===== config.mk =====
export PLATFORM = sky130hd
export DESIGN_NAME = strap_latch
export DESIGN_NICKNAME = d
export VERILOG_FILES = /design/src/rtl/strap_pkg.sv /design/src/rtl/strap_rst_sync.sv /design/src/rtl/strap_window_ctr.sv /design/src/rtl/strap_latch.sv
export SDC_FILE = /design/constraint.sdc
export NUM_CORES = 1
export LEC_CHECK = 0
export CAP_MARGIN = 20
export CORE_AREA = 2 2 39 41
export CTS_BUF_LIST = sky130_fd_sc_hd__clkbuf_4 sky130_fd_sc_hd__clkbuf_8
export DETAILED_ROUTE_END_ITERATION = 16
export DIE_AREA = 0 0 41 43
export DONT_BUFFER_PORTS = 1
export PLACE_DENSITY_LB_ADDON = 0.2
export SLEW_MARGIN = 10
export SYNTH_ARGS = -nofsm -noshare
export SYNTH_HDL_FRONTEND = slang
export SYNTH_HIERARCHICAL = 1
export SYNTH_SLANG_ARGS = --single-unit

===== constraint.sdc =====
create_clock -name clk -period 1 [get_ports clk]
set_input_delay 0.2 -clock clk [delete_from_list [all_inputs] [get_ports clk]]
set_output_delay 0.2 -clock clk [all_outputs]
set_load 0.05 [all_outputs]

===== src/rtl/strap_pkg.sv =====
package strap_pkg;
    typedef enum logic [1:0] {
        ST_HOLD   = 2'd0,
        ST_SETTLE = 2'd1,
        ST_RUN    = 2'd2
    } strap_state_e;
endpackage


===== src/rtl/strap_rst_sync.sv =====
module strap_rst_sync #(
    parameter int STAGES = 2
) (
    input  logic clk,
    input  logic rst_raw,
    output logic rst_sync
);
    localparam int LAST = STAGES - 1;

    logic [LAST:0] chain;

    // Asynchronous assert, release shifted through STAGES flops
    always_ff @(posedge clk or posedge rst_raw) begin
        if (rst_raw) begin
            chain <= '1;
        end else begin
            chain <= {chain[LAST-1:0], 1'b0};
        end
    end

    assign rst_sync = chain[LAST];
endmodule


===== src/rtl/strap_window_ctr.sv =====
module strap_window_ctr #(
    parameter int CYCLES = 3
) (
    input  logic clk,
    input  logic rst,
    input  logic run,
    output logic done
);
    localparam int CW = (CYCLES > 1) ? $clog2(CYCLES) : 1;
    localparam logic [CW-1:0] LAST = CW'(CYCLES - 1);

    logic [CW-1:0] cnt;

    always_ff @(posedge clk or posedge rst) begin
        if (rst) begin
            cnt <= '0;
        end else if (!run) begin
            cnt <= '0;
        end else if (!done) begin
            cnt <= cnt + CW'(1);
        end
    end

    assign done = run && (cnt == LAST);
endmodule


===== src/rtl/strap_latch.sv =====
module strap_latch
    import strap_pkg::*;
#(
    parameter int SYNC_STAGES   = 2,
    parameter int SETTLE_CYCLES = 3
) (
    input  logic clk,
    input  logic rst_raw,
    input  logic strap_mode_pin,
    input  logic strap_width_pin,
    input  logic sw_wr_en,
    input  logic sw_wr_data,
    output logic code_internal,
    output logic bus_wide,
    output logic bus_wait,
    output logic width_pullup_en
);
    strap_state_e state, state_nx;
    logic         rst_sync;
    logic         win_done;
    logic         code_q;
    logic         wide_q;

    strap_rst_sync #(.STAGES(SYNC_STAGES)) u_sync (
        .clk      (clk),
        .rst_raw  (rst_raw),
        .rst_sync (rst_sync)
    );

    strap_window_ctr #(.CYCLES(SETTLE_CYCLES)) u_win (
        .clk  (clk),
        .rst  (rst_sync),
        .run  (state == ST_SETTLE),
        .done (win_done)
    );

    // State register (T_RESET is the asynchronous path)
    always_ff @(posedge clk or posedge rst_sync) begin
        if (rst_sync) begin
            state <= ST_HOLD;
        end else begin
            state <= state_nx;
        end
    end

    // Next-state logic: T_RELEASE, T_CAPTURE
    always_comb begin
        state_nx = state;
        unique case (state)
            ST_HOLD:   state_nx = ST_SETTLE;
            ST_SETTLE: if (win_done) state_nx = ST_RUN;
            ST_RUN:    state_nx = ST_RUN;
            default:   state_nx = ST_HOLD;
        endcase
    end

    // Captured configuration, software override of the width
    always_ff @(posedge clk or posedge rst_sync) begin
        if (rst_sync) begin
            code_q <= 1'b1;
            wide_q <= 1'b1;
        end else if (state == ST_SETTLE && win_done) begin
            code_q <= strap_mode_pin;
            wide_q <= strap_width_pin;
        end else if (state == ST_RUN && sw_wr_en) begin
            wide_q <= sw_wr_data;
        end
    end

    // Outputs
    always_comb begin
        code_internal   = code_q;
        bus_wide        = wide_q;
        bus_wait        = 1'b0;
        width_pullup_en = 1'b1;
        unique case (state)
            ST_HOLD, ST_SETTLE: begin
                bus_wait        = 1'b0;
                width_pullup_en = 1'b1;
            end
            ST_RUN: begin
                bus_wait        = strap_mode_pin;
                width_pullup_en = 1'b0;
            end
            default: begin
                bus_wait        = 1'b0;
                width_pullup_en = 1'b1;
            end
        endcase
    end
endmodule


==> results of run 1 <==
## cells in the final DEF, fill, tap and decap left out, drive strengths merged
master       count
a21bo            1
a21boi           1
a31oi            1
and2             3
and3b            1
buf             11
clkbuf           3
clkinvlp         1
conb             1
dfrtp            4
dfstp            4
dlygate4sd3      1
ha               4
inv              6
mux2             3
nand2            2
nand2b           1
nand3            1
or2              1
xnor2            1
## critical path: cells and delay by family, from the launching register on
family / cells / cell delay, ps
fa+ha+maj: 1 / 150
buf+inv: 2 / 340
flops: 1 / 430
## cells by family (layout without fill, tap and decap cells)
logic type	count (synthesis)	count (layout)	synth area share
other	1	1	0.008687
multiplexers	3	3	0.1043
AO/OA/AOI/OAI	3	3	0.06378
buffers and inverters	7	22	0.06088
flip-flops	8	8	0.4754
XOR/XNOR	1	1	0.02029
AND/OR/NAND/NOR	9	9	0.1507
adder cells (fa/ha/maj)	4	4	0.1159
## routing by layer
| metal | share of wire | vias to the layer above | track usage |
|---|---|---|---|
| met3 | 0.053 | 0 | 0.03141 |
| met2 | 0.57 | 5 | 0.1844 |
| li1 | - | 143 | - |
| met1 | 0.38 | 146 | 0.1395 |
| met5 | 0 | - | 0 |
| met4 | 0 | 0 | 0.1000 |
## path summary, 6_finish.rpt
| kind | from | endpoint | slack, ps | cells past startpoint |
|---|---|---|---|---|
| setup reg to reg | state[1]$_DFFE_PP0P_ | state[1]$_DFFE_PP0P_ | -330 | 5 |
| max in group asynchronous | rst_raw | u_sync/chain[1]$_DFF_PP1_ | 560 | 2 |
| hold reg to reg | u_sync/chain[1]$_DFF_PP1_ | u_win/cnt[0]$_DFFE_PP0P_ | 110 | 1 |
| min in group asynchronous | u_sync/chain[1]$_DFF_PP1_ | u_win/cnt[0]$_DFFE_PP0P_ | 110 | 1 |
| hold / removal | strap_mode_pin | code_internal$_DFFE_PP1P_ | 90 | 1 |
| setup / recovery | state[0]$_DFFE_PP0P_ | width_pullup_en | -370 | 3 |
## final cells by class
cell class                 instances  area share
multi-input combinational         21      0.3910
timing repair buffer              12      0.1917
clock buffer                       3     0.03383
tap                               16     0.03008
sequential                         8      0.3083
inverter                           7     0.04511
## per-stage QoR
stage / utilization / instance area (µm²) / hold slack, ps
after floorplan: - / 454.2 / 93.16
after global placement: 0.3843 / 531.8 / 101.9
after detailed placement: 0.3843 / 531.8 / 103.9
after CTS: 0.4548 / 629.4 / 76.85
after global routing: 0.4810 / 665.6 / 83.20
final: 0.4810 / 665.6 / 91.79
## power groups by stage
stage	Combinational (W)	Clock [W]	Sequential [W]
2_1_floorplan	0.0000270	0	0.000372
3_3_place_gp	0.0000644	0	0.000352
3_5_place_dp	0.0000653	0	0.000352
4_1_cts	0.0000736	0.000262	0.000348
5_1_grt	0.0000802	0.000274	0.000349
6_report	0.0000754	0.000246	0.000348
## what timing repair did
item,in CTS,in global routing
endpoints found under the hold margin,2,0
setup endpoints to repair,10,10
resized for setup,9,5
setup buffers,3,2
pin swaps,2,0
hold buffers,1,0
## registers in the layout, indices dropped and copies added (netlist names)
| name | flops |
|---|---|
| bus_wide | 1 |
| code_internal | 1 |
| u_sync/chain | 2 |
| state | 2 |
| u_win/cnt | 2 |
==> impl_results.md, run 1 <==
* Result of the run: finished with violations
* Violations in the final reports: negative setup slack
* Fraction of power spent switching nets at 0.2343
* Biggest cell delay along the critical path at around 430 ps
* Top cell type's share of synthesized area at 0.2435
* Total count of max-transition violations in the final report at 0
* Type of the worst setup path: flop to output pin
* Vias in the first global route at between 300 and 400
* Count of endpoints failing hold in the final timing report at 0
* Core footprint at 1384 µm²
* Synthesized area at 431.7 µm²
* Syn. warnings at 6
* Share of flip-flops with an asynchronous set or reset at 1.000
* DIE HEIGHT at about 43 µm
* Nature of the critical path endpoint: output pin
* Antenna cell count at 0
* Average wire per standard cell at about 12 µm
* Crit path cell chain: inv_2 > ha_4 > clkinvlp_4
* Relative contribution of the clock network to total power at 0.367
* Post-layout min period at around 1400 ps
* Share of the clock period used by the worst path at 1.371
* Number of sinks handled by clock tree synthesis at 8
* Die Span X at 41 µm
* CTS tree: done
* Placed cells at 58
* First-pass GRT wire length at approximately 1.4 mm
* Largest driver fanout on the critical path at 3
* Synth top cells by count: sky130_fd_sc_hd__inv_1, sky130_fd_sc_hd__dfrtp_1, sky130_fd_sc_hd__dfstp_2, sky130_fd_sc_hd__ha_1, sky130_fd_sc_hd__mux2_4
* Clock tree root driver cell: sky130_fd_sc_hd__clkbuf_4
* Synthesized area per cell at 11.99 µm²
* LEAKAGE at roughly 0.31 nW
* Layout Area Growth over Synthesis at 54.20%
* Level count of the clock H-tree at 1
* Post-DRT Antenna Nets at 0
* Accumulated negative setup slack at -2333 ps
* Vias after detailed routing at 294
* Arr. time, crit path at approximately 1200 ps
* Multi-input logic area at about 260 µm²
* Final critical-path setup slack at -371.5 ps
* Total design power at around 0.00067 W
* Post-detailed-route via-to-cell ratio at 4.388
* Post-detailed-routing wire length at approximately 830 µm
* Max Cap Violations at 0
* Area taken by flip-flops and latches at ~200 µm²
* 1st-iter DRT viols at 0
* Post-layout nets at between 60 and 70
* Switching pwr at roughly 0.00016 W
* Clk slew on worst S/H paths at around 60 ps
* Number of distinct standard cells referenced by the synthesized netlist at 18
* Final non-filler cell total at 67
* Global Route Usage Sum at 0.1237
* TritonCTS buffer count at 3
* Synth area leader: sky130_fd_sc_hd__dfstp_2
* Clock network latency to the later pin of the worst-skew pair at around 250 ps
* Placed wire-length estimate at between 500 and 600 µm
* Most used flip-flop cell after synthesis: sky130_fd_sc_hd__dfstp_2
* Number of antenna violations at the first check in global routing at 0
* Power density over cell area at 1005 nW/µm²
* Portion of total power attributed to combinational logic at 0.113
* Setup Slack @ Placement at -336.5 ps
* Top-count cell post-synth: sky130_fd_sc_hd__inv_1
* Clock Skew at about 8 ps
* Cell-internal power at 0.0005125 W
* Fraction of final layout cells sized beyond drive strength 1 at 0.7255
* Maximum number of pins on one net before global-route repair at 6
* Number of I/O pins at 10
* Share of power burned in registers at 0.520
* Unrepaired setup endpoints after global routing: yes
* Count of TritonRoute iterations in the first routing pass at 1
* Remaining global-route overflow at 0
* Final setup violation count at 10
* Cell type of the slowest stage on the worst timing path: sky130_fd_sc_hd__dfrtp_1
* Max clock buf depth at 2
* Starting density of the core at 0.3119
* Fmax achieved at roughly 730 MHz
* Min-Delay Path Class: input pin to flop
* Filler cell count at between 100 and 150
* Kind of launch point of the worst setup path: flop
* Worst VDD drop at 510.4 µV
* Largest cells by area after synthesis: sky130_fd_sc_hd__dfstp_2, sky130_fd_sc_hd__dfrtp_1, sky130_fd_sc_hd__ha_1
* DR DRC count at 0
* Sequential-to-total area share from yosys stat at 0.4754
* Die area at between 1500 and 2000 µm²
* Req. time, crit path at approximately 800 ps
* Number of enable flip-flop cells after synthesis at 0
* Number of placement rows at 14
* Placer's final routability congestion estimate at about 0.61
* Number of cells produced by synthesis at 36
* Net count after synthesis at between 40 and 50
* Port Buffer Count at 0
* Post-synthesis sequential element count at 8
No activity file was read; power rests on OpenSTA's default activity.
==> inputs of run 2 (changes only) <==
==> constraint.sdc (replaced) <==
create_clock -name clk -period 1 [get_ports clk]
set_input_delay 0.3 -clock clk [delete_from_list [all_inputs] [get_ports clk]]
set_output_delay 0.3 -clock clk [all_outputs]
set_load 0.05 [all_outputs]
==> impl_results.md, run 2 (synthesized netlist as in run 1, its figures left out) <==
* Antenna cell count at 0 (unchanged)
* Kind of launch point of the worst setup path: flop (unchanged)
* Share of the clock period used by the worst path at 1.412 (was 1.371)
* Share of power burned in registers at 0.540 (was 0.520)
* Area taken by flip-flops and latches at 205.2 µm² (unchanged)
* Req. time, crit path at 700 ps (was 800 ps)
* Die Span X at 41 µm (unchanged)
* Relative contribution of the clock network to total power at 0.367 (about the same)
* Placed wire-length estimate at 568.4 µm (was 599 µm)
* Global Route Usage Sum at 0.1072 (was 0.1237)
* Clock Skew at 0.3711 ps (was 7.993 ps)
* Largest registers in the final layout: state: 2 flops, u_sync/chain: 2 flops, u_win/cnt: 2 flops (unchanged)
* Arr. time, crit path at 1110 ps (was 1170 ps)
* DR DRC count at 0 (unchanged)
* Max Cap Violations at 0 (unchanged)
* Average wire per standard cell at 10.85 µm (was 12.36 µm)
* Post-DRT Antenna Nets at 0 (unchanged)
* Biggest cell delay along the critical path at 390 ps (was 430 ps)
* Cell type of the slowest stage on the worst timing path: sky130_fd_sc_hd__dfrtp_1 (unchanged)
* 1st-iter DRT viols at 2 (was 0)
* Max clock buf depth at 2 (unchanged)
* Count of TritonRoute iterations in the first routing pass at 3 (was 1)
* Most frequent standard cell in the layout excluding fill and tap cells: sky130_fd_sc_hd__buf_4 (unchanged)
* Switching pwr at 0.0001513 W (was 0.0001568 W)
* Number of antenna violations at the first check in global routing at 0 (unchanged)
* Port Buffer Count at 0 (unchanged)
* TritonCTS buffer count at 3 (unchanged)
* Commonest cells after routing, fill and taps aside: sky130_fd_sc_hd__buf_4, sky130_fd_sc_hd__dfstp_2, sky130_fd_sc_hd__dfrtp_1 (was sky130_fd_sc_hd__buf_4, sky130_fd_sc_hd__dfstp_2, sky130_fd_sc_hd__buf_6, sky130_fd_sc_hd__dfrtp_1)
* Fraction of power spent switching nets at 0.2298 (was 0.2343)
* Clock network latency to the later pin of the worst-skew pair at 250 ps (about the same)
* Maximum number of pins on one net before global-route repair at 6 (unchanged)
* Number of I/O pins at 10 (unchanged)
* Cell-internal power at 0.0005073 W (was 0.0005125 W)
* Final critical-path setup slack at -411.7 ps (was -371.5 ps)
* Unrepaired setup endpoints after global routing: yes (unchanged)
* Final non-filler cell total at 65 (was 67)
* Fmax achieved at 708.4 MHz (was 729.1 MHz)
* Number of placement rows at 14 (unchanged)
* Starting density of the core at 0.3119 (unchanged)
* Clk slew on worst S/H paths at 50 ps (was 60 ps)
* Remaining global-route overflow at 0 (unchanged)
* Clock tree root driver cell: sky130_fd_sc_hd__clkbuf_4 (unchanged)
* Layout Area Growth over Synthesis at 43.19% (was 54.20%)
* Violations in the final reports: negative setup slack (unchanged)
* Worst VDD drop at 481.2 µV (was 510.4 µV)
* Placed cells at 58 (unchanged)
* Portion of total power attributed to combinational logic at 0.093 (was 0.113)
* Count of endpoints failing hold in the final timing report at 0 (unchanged)
* Crit path cell chain: inv_2 > ha_4 > clkinvlp_4 (unchanged)
* Cell family contributing the most delay on the critical path: flip-flops (unchanged)
* Number of sinks handled by clock tree synthesis at 8 (unchanged)
* Power density over cell area at 1066 nW/µm² (was 1005 nW/µm²)
* Core footprint at 1384 µm² (unchanged)
* Largest driver fanout on the critical path at 3 (unchanged)
* First-pass GRT wire length at 1.193 mm (was 1.386 mm)
* Nature of the critical path endpoint: output pin (unchanged)
* Post-layout nets at 61 (was 63)
* Placer's final routability congestion estimate at 0.6894 (was 0.6073)
* Vias in the first global route at 290 (was 314)
* Crit path buf inv count at 2 (unchanged)
* Post-layout min period at 1412 ps (was 1371 ps)
* Post-detailed-routing wire length at 705 µm (was 828 µm)
* CTS tree: done (unchanged)
* Post-detailed-route via-to-cell ratio at 4.246 (was 4.388)
* Post-Route Utilization at 0.4467 (was 0.4810)
* Total count of max-transition violations in the final report at 0 (unchanged)
* Vias after detailed routing at 276 (was 294)
* Fraction of final layout cells sized beyond drive strength 1 at 0.6735 (was 0.7255)
* Result of the run: finished with violations (unchanged)
* DIE HEIGHT at 43 µm (unchanged)
* Level count of the clock H-tree at 1 (unchanged)
* LEAKAGE at 0.2949 nW (was 0.3119 nW)
* Final setup violation count at 10 (unchanged)
* Filler cell count at 130 (was 127)
* Type of the worst setup path: flop to output pin (unchanged)
* Multi-input logic area at 246.5 µm² (was 260.3 µm²)
* Min-Delay Path Class: flop to async pin (was input pin to flop)
* Die area at 1763 µm² (unchanged)
[run 2: cell types whose count changed in the layout (fill, tap and decap cells not counted), sizes merged]
cell  previous run  this run
buf             11         9
[run 2: per-stage QoR]
| step | total power (W) | hold slack (ps) | instance area (µm²) | setup slack [ps] | TNS (ps) |
|---|---|---|---|---|---|
| after floorplan | 0.0003986 | 93.16 | 454.2 | -301.3 | -1521 |
| after global placement | 0.0004182 | 101.6 | 531.8 | -307.2 | -1681 |
| after detailed placement | 0.0004195 | 105.8 | 531.8 | -344.1 | -1903 |
| after CTS | 0.0006681 | 111.2 | 618.1 | -410.2 | -2724 |
| after global routing | 0.0006918 | 123.2 | 618.1 | -449.3 | -2960 |
| final | 0.0006586 | 106.8 | 618.1 | -411.7 | -2699 |
[run 2: what timing repair did]
item                                    CTS  global route
hold buffers                              1             0
hold endpoints to repair                  2             0
setup buffers                             3             0
resized for setup                         7             0
endpoints found under the setup margin    9            10
pin swaps                                 2             1
[run 2: power groups by stage]
stage / clock, W / sequential [W] / combinational (W)
detailed placement: 0 / 0.000361 / 0.0000587
global route: 0.000270 / 0.000356 / 0.0000656
finish: 0.000242 / 0.000356 / 0.0000610
CTS: 0.000251 / 0.000356 / 0.0000618
global placement: 0 / 0.000361 / 0.0000574
floorplan: 0 / 0.000372 / 0.0000270
[run 2: path summary, 6_finish.rpt]
check	endpoint	startpoint	cells past startpoint	slack, ps
setup / recovery	width_pullup_en	state[0]$_DFFE_PP0P_	3	-410
hold / removal	u_win/cnt[1]$_DFFE_PP0P_	u_sync/chain[1]$_DFF_PP1_	1	110
setup reg to reg	state[0]$_DFFE_PP0P_	state[0]$_DFFE_PP0P_	5	-390
hold reg to reg	u_win/cnt[1]$_DFFE_PP0P_	u_sync/chain[1]$_DFF_PP1_	1	110
max in group asynchronous	u_sync/chain[1]$_DFF_PP1_	rst_raw	2	460
min in group clk	bus_wide$_DFFE_PP1P_	sw_wr_data	2	200
[run 2: final cells by class]
cell class	count	area share
Tap cell	16	0.03239
Timing Repair Buffer	10	0.1518
Sequential cell	8	0.3320
Clock buffer	3	0.03644
Multi-Input combinational cell	21	0.3988
Inverter	7	0.04858
[run 2: routing by layer]
| layer | global-route usage | up-vias | share of wire |
|---|---|---|---|
| li1 | - | 138 | - |
| met1 | 0.1250 | 131 | 0.46 |
| met3 | 0.03141 | 2 | 0.048 |
| met5 | 0 | - | 0 |
| met2 | 0.1469 | 5 | 0.48 |
| met4 | 0.1000 | 0 | 0.013 |
[run 2: worst register-to-register path, cell delays in order (launching register included)]
cell	delay, ps
sky130_fd_sc_hd__dfrtp_1	390
sky130_fd_sc_hd__buf_4	150
sky130_fd_sc_hd__ha_4	150
sky130_fd_sc_hd__and2_4	140
sky130_fd_sc_hd__nand2b_4	150
sky130_fd_sc_hd__mux2_4	290
